<file path="src/rtl/gpt_pkg.sv">
package gpt_pkg;
    localparam int CTRL_BITS = 7;

    typedef enum logic [1:0] {
        MODE_RSVD     = 2'd0,
        MODE_ONESHOT  = 2'd1,
        MODE_PERIODIC = 2'd2,
        MODE_CAPTURE  = 2'd3
    } tmode_e;

    typedef enum logic [1:0] {
        EDGE_RISE = 2'd0,
        EDGE_FALL = 2'd1,
        EDGE_RSVD = 2'd2,
        EDGE_ANY  = 2'd3
    } tedge_e;

    typedef struct packed {
        logic   inv;
        tedge_e edge_sel;
        logic   stall;
        logic   en;
    } tctrl_s;

    localparam logic [1:0] A_MODE = 2'd0;
    localparam logic [1:0] A_CTRL = 2'd1;
    localparam logic [1:0] A_LOAD = 2'd2;
    localparam logic [1:0] A_CAPT = 2'd3;

    function automatic logic edge_hit(tedge_e sel, logic cur, logic prev);
        case (sel)
            EDGE_RISE: return cur & ~prev;
            EDGE_FALL: return ~cur & prev;
            EDGE_ANY:  return cur ^ prev;
            default:   return 1'b0;
        endcase
    endfunction

    function automatic logic mode_runs(tmode_e m, tedge_e e);
        return (m != MODE_RSVD) && !((m == MODE_CAPTURE) && (e == EDGE_RSVD));
    endfunction
endpackage

</file>
<file path="src/rtl/gpt_regs.sv">
module gpt_regs
    import gpt_pkg::*;
#(
    parameter int CW = 16
) (
    input  logic          clk,
    input  logic          rst,
    input  logic          wr,
    input  logic [1:0]    addr,
    input  logic [CW-1:0] wdata,
    input  logic          oneshot_done,
    input  logic [CW-1:0] cap_val,
    output logic [CW-1:0] rdata,
    output tmode_e        mode,
    output tctrl_s        ctrl,
    output logic [CW-1:0] load_val,
    output logic          start
);
    localparam int PADC = CW - CTRL_BITS;
    localparam int PADM = CW - 2;

    tmode_e        mode_q;
    tctrl_s        ctrl_q;
    logic [CW-1:0] load_q;

    assign start = wr && (addr == A_CTRL) && !ctrl_q.en && wdata[0];

    always_ff @(posedge clk) begin
        if (rst) begin
            mode_q <= MODE_RSVD;
            ctrl_q <= '0;
            load_q <= '0;
        end else begin
            if (wr && addr == A_MODE && !ctrl_q.en)
                mode_q <= tmode_e'(wdata[1:0]);
            if (wr && addr == A_LOAD)
                load_q <= wdata;
            if (wr && addr == A_CTRL) begin
                if (!ctrl_q.en) begin
                    ctrl_q.inv      <= wdata[6];
                    ctrl_q.edge_sel <= tedge_e'(wdata[3:2]);
                    ctrl_q.stall    <= wdata[1];
                end
                ctrl_q.en <= wdata[0];
            end
            if (oneshot_done)
                ctrl_q.en <= 1'b0;
        end
    end

    always_comb begin
        case (addr)
            A_MODE:  rdata = {{PADM{1'b0}}, mode_q};
            A_CTRL:  rdata = {{PADC{1'b0}}, ctrl_q.inv, 2'b00, ctrl_q.edge_sel,
                              ctrl_q.stall, ctrl_q.en};
            A_LOAD:  rdata = load_q;
            default: rdata = cap_val;
        endcase
    end

    assign mode     = mode_q;
    assign ctrl     = ctrl_q;
    assign load_val = load_q;

    assert_cfg_locked_R9: assert property (@(posedge clk) disable iff (rst)
        ctrl_q.en |=> ($stable(mode_q) && $stable(ctrl_q.inv) &&
                       $stable(ctrl_q.edge_sel) && $stable(ctrl_q.stall)));
endmodule

</file>
<file path="src/rtl/gpt_core.sv">
module gpt_core
    import gpt_pkg::*;
#(
    parameter int CW = 16
) (
    input  logic          clk,
    input  logic          rst,
    input  tmode_e        mode,
    input  tctrl_s        ctrl,
    input  logic [CW-1:0] load_val,
    input  logic          start,
    input  logic          dbg_halt,
    output logic [CW-1:0] cnt,
    output logic          tmo_irq,
    output logic          oneshot_done,
    output logic          tmr_out
);
    logic [CW-1:0] cnt_q;
    logic          tmo_q;
    logic          out_q;
    logic          run;
    logic          frozen;
    logic          step;
    logic          at_zero;

    assign run     = ctrl.en && mode_runs(mode, ctrl.edge_sel);
    assign frozen  = ctrl.stall && dbg_halt;
    assign step    = run && !frozen && !start;
    assign at_zero = (cnt_q == '0);
    assign oneshot_done = step && at_zero && (mode == MODE_ONESHOT);

    always_ff @(posedge clk) begin
        if (rst) begin
            cnt_q <= '0;
            tmo_q <= 1'b0;
            out_q <= 1'b0;
        end else begin
            tmo_q <= 1'b0;
            if (start) begin
                cnt_q <= load_val;
            end else if (step) begin
                if (!at_zero) begin
                    cnt_q <= cnt_q - 1'b1;
                end else begin
                    case (mode)
                        MODE_ONESHOT: begin
                            tmo_q <= 1'b1;
                            out_q <= ~out_q;
                        end
                        MODE_PERIODIC: begin
                            cnt_q <= load_val;
                            tmo_q <= 1'b1;
                            out_q <= ~out_q;
                        end
                        default: cnt_q <= load_val;
                    endcase
                end
            end
        end
    end

    assign cnt     = cnt_q;
    assign tmo_irq = tmo_q;
    assign tmr_out = out_q ^ ctrl.inv;

    assert_stall_freeze_R6: assert property (@(posedge clk) disable iff (rst)
        (ctrl.en && ctrl.stall && dbg_halt && !start) |=> $stable(cnt_q));
    assert_oneshot_drop_R2: assert property (@(posedge clk) disable iff (rst)
        (tmo_q && mode == MODE_ONESHOT) |-> !ctrl.en);
    assert_reload_R3: assert property (@(posedge clk) disable iff (rst)
        (tmo_q && mode == MODE_PERIODIC) |-> (cnt_q == $past(load_val)));
    assert_reserved_quiet_R11: assert property (@(posedge clk) disable iff (rst)
        tmo_q |-> $past(mode_runs(mode, ctrl.edge_sel)));
endmodule

</file>
<file path="src/rtl/gpt_capture.sv">
module gpt_capture
    import gpt_pkg::*;
#(
    parameter int CW = 16
) (
    input  logic          clk,
    input  logic          rst,
    input  logic          cap_in,
    input  logic          arm,
    input  tedge_e        edge_sel,
    input  logic          clr,
    input  logic [CW-1:0] cnt,
    output logic [CW-1:0] cap_val,
    output logic          cap_flag
);
    logic          s1, s2, prev;
    logic          hit;
    logic [CW-1:0] cap_q;
    logic          flag_q;

    assign hit = arm && edge_hit(edge_sel, s2, prev);

    always_ff @(posedge clk) begin
        if (rst) begin
            s1     <= 1'b0;
            s2     <= 1'b0;
            prev   <= 1'b0;
            cap_q  <= '0;
            flag_q <= 1'b0;
        end else begin
            s1   <= cap_in;
            s2   <= s1;
            prev <= s2;
            if (clr)
                flag_q <= 1'b0;
            if (hit) begin
                cap_q  <= cnt;
                flag_q <= 1'b1;
            end
        end
    end

    assign cap_val  = cap_q;
    assign cap_flag = flag_q;

    assert_flag_from_edge_R4: assert property (@(posedge clk) disable iff (rst)
        $rose(flag_q) |-> $past(arm));
    assert_idle_no_capture_R11: assert property (@(posedge clk) disable iff (rst)
        !arm |=> $stable(cap_q));
endmodule

</file>
<file path="src/rtl/gp_timer_chan.sv">
module gp_timer_chan
    import gpt_pkg::*;
#(
    parameter int CW = 16
) (
    input  logic          clk,
    input  logic          rst,
    input  logic          reg_wr,
    input  logic [1:0]    reg_addr,
    input  logic [CW-1:0] reg_wdata,
    output logic [CW-1:0] reg_rdata,
    input  logic          cap_in,
    input  logic          dbg_halt,
    output logic          tmo_irq,
    output logic          cap_flag,
    output logic          tmr_out
);
    tmode_e        mode;
    tctrl_s        ctrl;
    logic [CW-1:0] load_val;
    logic [CW-1:0] cnt;
    logic [CW-1:0] cap_val;
    logic          start;
    logic          oneshot_done;
    logic          arm;

    assign arm = ctrl.en && (mode == MODE_CAPTURE) && (ctrl.edge_sel != EDGE_RSVD);

    gpt_regs #(.CW(CW)) u_regs (
        .clk(clk), .rst(rst), .wr(reg_wr), .addr(reg_addr), .wdata(reg_wdata),
        .oneshot_done(oneshot_done), .cap_val(cap_val), .rdata(reg_rdata),
        .mode(mode), .ctrl(ctrl), .load_val(load_val), .start(start)
    );

    gpt_core #(.CW(CW)) u_core (
        .clk(clk), .rst(rst), .mode(mode), .ctrl(ctrl), .load_val(load_val),
        .start(start), .dbg_halt(dbg_halt), .cnt(cnt), .tmo_irq(tmo_irq),
        .oneshot_done(oneshot_done), .tmr_out(tmr_out)
    );

    gpt_capture #(.CW(CW)) u_cap (
        .clk(clk), .rst(rst), .cap_in(cap_in), .arm(arm), .edge_sel(ctrl.edge_sel),
        .clr(start), .cnt(cnt), .cap_val(cap_val), .cap_flag(cap_flag)
    );
endmodule

</file>
<file path="config.mk">
export PLATFORM = sky130hd
export DESIGN_NAME = gp_timer_chan
export DESIGN_NICKNAME = d
export VERILOG_FILES = /design/src/rtl/gpt_pkg.sv /design/src/rtl/gpt_regs.sv /design/src/rtl/gpt_core.sv /design/src/rtl/gpt_capture.sv /design/src/rtl/gp_timer_chan.sv
export SDC_FILE = /design/constraint.sdc
export NUM_CORES = 1
export LEC_CHECK = 0
export CAP_MARGIN = 30
export CORE_ASPECT_RATIO = 2
export CORE_UTILIZATION = 65
export CTS_BUF_LIST = sky130_fd_sc_hd__clkbuf_8
export CTS_CLUSTER_SIZE = 14
export DETAILED_ROUTE_END_ITERATION = 8
export DONT_BUFFER_PORTS = 1
export PLACE_DENSITY = 0.85
export SLEW_MARGIN = 20
export SYNTH_ARGS = -nofsm -noshare
export SYNTH_HDL_FRONTEND = slang
export SYNTH_SLANG_ARGS = --single-unit
</file>
<file path="constraint.sdc">
create_clock -name clk -period 4.8 [get_ports clk]
set_input_delay 0.96 -clock clk [delete_from_list [all_inputs] [get_ports clk]]
set_output_delay 0.96 -clock clk [all_outputs]
set_load 0.02 [all_outputs]
</file>
==> metrics.md <==
| Metric | Value |
|---|---|
| Root Buffer | `clkbuf_8` |
| # port buffers | `0` |
| Worst path slowest cell | `mux2_2` |
| Distinct cells, synth | `52` |
| Worst r2r src | `u_core.cnt[13]` |
| Core Area | `0.004820 sq mm` |
| Max Cap Viol | `0` |
| Critical path, cell by cell | `mux2_2 -> a22o_1` |
| Sink Count | `61` |
| Cell row count | `36` |
| Post-Place Worst Slack | `2.268 ns` |
| Startpoint types | `input port` |
| Critical Path AT | `1.54 ns` |
| Synth async-reset ratio | `0` |
| Status | `finished clean` |
| P per Cell Area | `364.8 mW/mm^2` |
| Bufs and invs on worst path | `0` |
| Nets | `385` |
| Synth area leader | `dfxtp_1` |
| R2r setup slk | `2.55 ns` |
| P_sw | `299.2 uW` |
| WHS Endpoint | `u_cap.s2` |
| Worst relative slew slack | `0.4656` |
| Drt wl/cell | `19.51 um` |
| Area grow syn2layout | `4.756%` |
| Setup TNS | `0 ns` |
| Vias in the first global route | `2561` |
| Drc violations | `0` |
| Largest net degree at the start of global routing | `64` |
| Layout cells sized above 1 | `0.08611` |
| Clock transition at path regs | `0.07 ns` |
| Die Span X | `51.89 um` |
| Clock share of power | `0.449` |
| Die area | `0.005281 sq mm` |
| H-tree depth | `3` |
| Crit Path Max Fanout | `21` |
| Minimum clock period | `2.500 ns` |
| Hold depth | `1` |
| RR Endpoint | `u_core.cnt[14]` |
| Die Y-Extent | `101.8 um` |
| Yosys synthesis warning count | `0` |
| Max clock buf depth | `2` |
| Diodes inserted | `0` |
| Skew-Pair Late Insertion Delay | `0.35 ns` |
| Synth top area share | `0.3774` |
| Pleak | `0.001273 uW` |
| FILL cells | `376` |
| Slowest stage delay, CP | `0.32 ns` |
| Path type of the worst min-delay path | `reg -> reg` |
| Initial core utilization | `0.6713` |
| Vias per cell | `6.436` |
| Post-Syn Nets | `395` |
| Ports | `42` |
| Max Clk Rate | `400.0 MHz` |
| Global-route wire length before repair | `12.73 mm` |
| CP Class | `in -> out` |
| RSZ-0062 raised after global routing | `no` |
| Antenna-violating nets left | `0` |
| Final setup margin | `2.300 ns` |
| Reg power frac | `0.429` |
| Crit-path leading delay family | `multiplexers` |
| Routed wire length | `8.137 mm` |
| Post-CTS Setup Bufs | `0` |
| Post-synthesis sequential area ratio | `0.3774` |
| Synthesis-stage register bit count | `61` |
| Max IR drop VDD | `0.3694 mV` |
| All-Layer GR Usage | `0.3350` |
| Final setup fails | `0` |
| DR pass1 iterations | `4` |
| GRT Residual Overflow | `0` |
| Hold Path Origin | `u_cap.s1` |
| Internal power | `937.3 uW` |
| Worst-Margin Slew | `0.7905 ns` |
| Area contributors post-synth | `dfxtp_1 38%, mux2i_1 13%, nand2_1 5.2%, a21oi_1 4.9%, nor2_1 4.2%` |
| Crit path capture type | `primary output` |
| Slew Viols, Final | `0` |
| Detailed placement HPWL | `5.599 mm` |
| DR vias | `2684` |
| Cell count after synthesis | `365` |
| Final Hold Vio Count | `0` |
| Clock skew | `0.01103 ns` |
| Average size of a mapped cell | `8.865 sq um` |
| Comb power frac | `0.123` |
| Initial antenna violation count | `0` |
| Reg2reg path depth | `5` |
| Most used DFF post-synth | `dfxtp_1` |
| Tcrit/Tclk final | `0.5208` |
| Synthesized area | `0.003236 sq mm` |
| CTS tree | `yes` |
| Post-synth EDFFs | `0` |
| Final GP Congestion | `0.8927` |
| Worst EP required | `3.84 ns` |
| Gates resized, CTS repair | `0` |
| DR iter-0 viols | `113` |
| Sw frac | `0.2420` |
| Cts hold-fix bufs | `0` |
| CTS buffer count | `9` |
==> Yosys cell counts (2+ instances only) <==
master / n
a22o_1: 3
o21ai_0: 7
or3_2: 2
buf_8: 2
nand2_1: 45
dfxtp_1: 61
and3_1: 3
nand3_1: 6
nor3b_1: 2
nand4_1: 2
mux4_2: 2
mux2i_1: 42
nor3_1: 4
nor4_1: 6
or4_1: 2
inv_1: 19
ha_1: 7
a21oi_1: 32
mux2_2: 3
and2_1: 2
nand3b_1: 2
clkbuf_1: 11
buf_2: 2
o32ai_1: 11
o22ai_1: 2
clkbuf_8: 5
nor2b_1: 14
a21boi_0: 2
a31oi_1: 3
a221oi_1: 2
buf_6: 2
nor2_1: 36
nor4_4: 2
==> cells in the final DEF, fill, tap and decap left out, types with 7 or more instances in the layout <==
master    Yosys  routed
dfxtp_1      61      61
nor2_1       36      36
mux2i_1      42      42
nand2_1      45      45
clkbuf_8      5      10
o21ai_0       7       7
nor2b_1      14      14
ha_1          7       7
a21oi_1      32      32
inv_1        19      21
o32ai_1      11      11
==> sequential cells by signal, summed over array words and instances (netlist names) <==
| signal | cells |
|---|---|
| u_cap.cap_flag | 1 |
| u_cap.cap_val | 16 |
| u_cap.prev | 1 |
| u_cap.s1 | 1 |
| u_cap.s2 | 1 |
| u_core.cnt | 16 |
| u_core.out_q | 1 |
| u_core.tmo_irq | 1 |
| u_regs.ctrl | 5 |
| u_regs.load_val | 16 |
| u_regs.mode | 2 |
==> layer usage <==
layer	vias to the layer above	track usage	part of all wire
met2	101	0.6124	0.56
met1	1285	0.3277	0.36
met5	-	0	0
met3	33	0.07808	0.044
met4	0	0.1892	0.043
li1	1265	-	-
==> how the worst max path moves through the flow <==
stage                      from            end  slack (ns)  depth (start not counted)
finish              reg_addr[0]   reg_rdata[3]        2.30                          2
global placement    reg_addr[0]   reg_rdata[6]        2.32                          2
floorplan           reg_addr[0]  reg_rdata[13]        1.64                          4
detailed placement  reg_addr[1]  u_core.cnt[1]        2.27                          5
CTS                 reg_addr[0]   reg_rdata[6]        2.30                          2
global route        reg_addr[0]   reg_rdata[3]        2.29                          2
==> cells by family after synthesis <==
kind of cell               synth area share
buffers and inverters               0.07541
adders and majority gates           0.02707
AOI/OAI and AO/OA                    0.1276
and+or+nand+nor                      0.2328
xor gates and xnor gates           0.005415
muxes                                0.1543
DFF                                  0.3774
==> area by class of cell <==
type	instances	area [sq um]	share of cell area
Sequential cell	61	1221	0.3603
Inverter	19	71.32	0.02104
Timing Repair Buffer	1	15.01	0.004430
Clock inverter	6	102.6	0.03027
Clock buffer	10	137.6	0.04061
Tap cell	57	71.32	0.02104
Multi-Input combinational cell	263	1770	0.5223
==> through the flow <==
stage	total power, uW	instance area, sq um	hold slack [ns]	util	instances
detailed placement	689.2	3149	0.4350	0.6534	401
floorplan	693.5	3236	0.4138	-	365
finish	1236	3390	0.4431	0.7033	417
global placement	687.3	3134	0.4194	0.6503	400
CTS	1235	3390	0.4488	0.7033	417
global route	1274	3390	0.4660	0.7033	417
==> power groups by stage <==
stage                     Sequential, uW  Clock, uW  Combinational (uW)
final                                530        555                 152
after global routing                 531        579                 164
after CTS                            529        555                 150
after detailed placement             541          0                 149
after global placement               540          0                 147
after floorplan                      536          0                 158
Power figures use the tool's default switching activity.
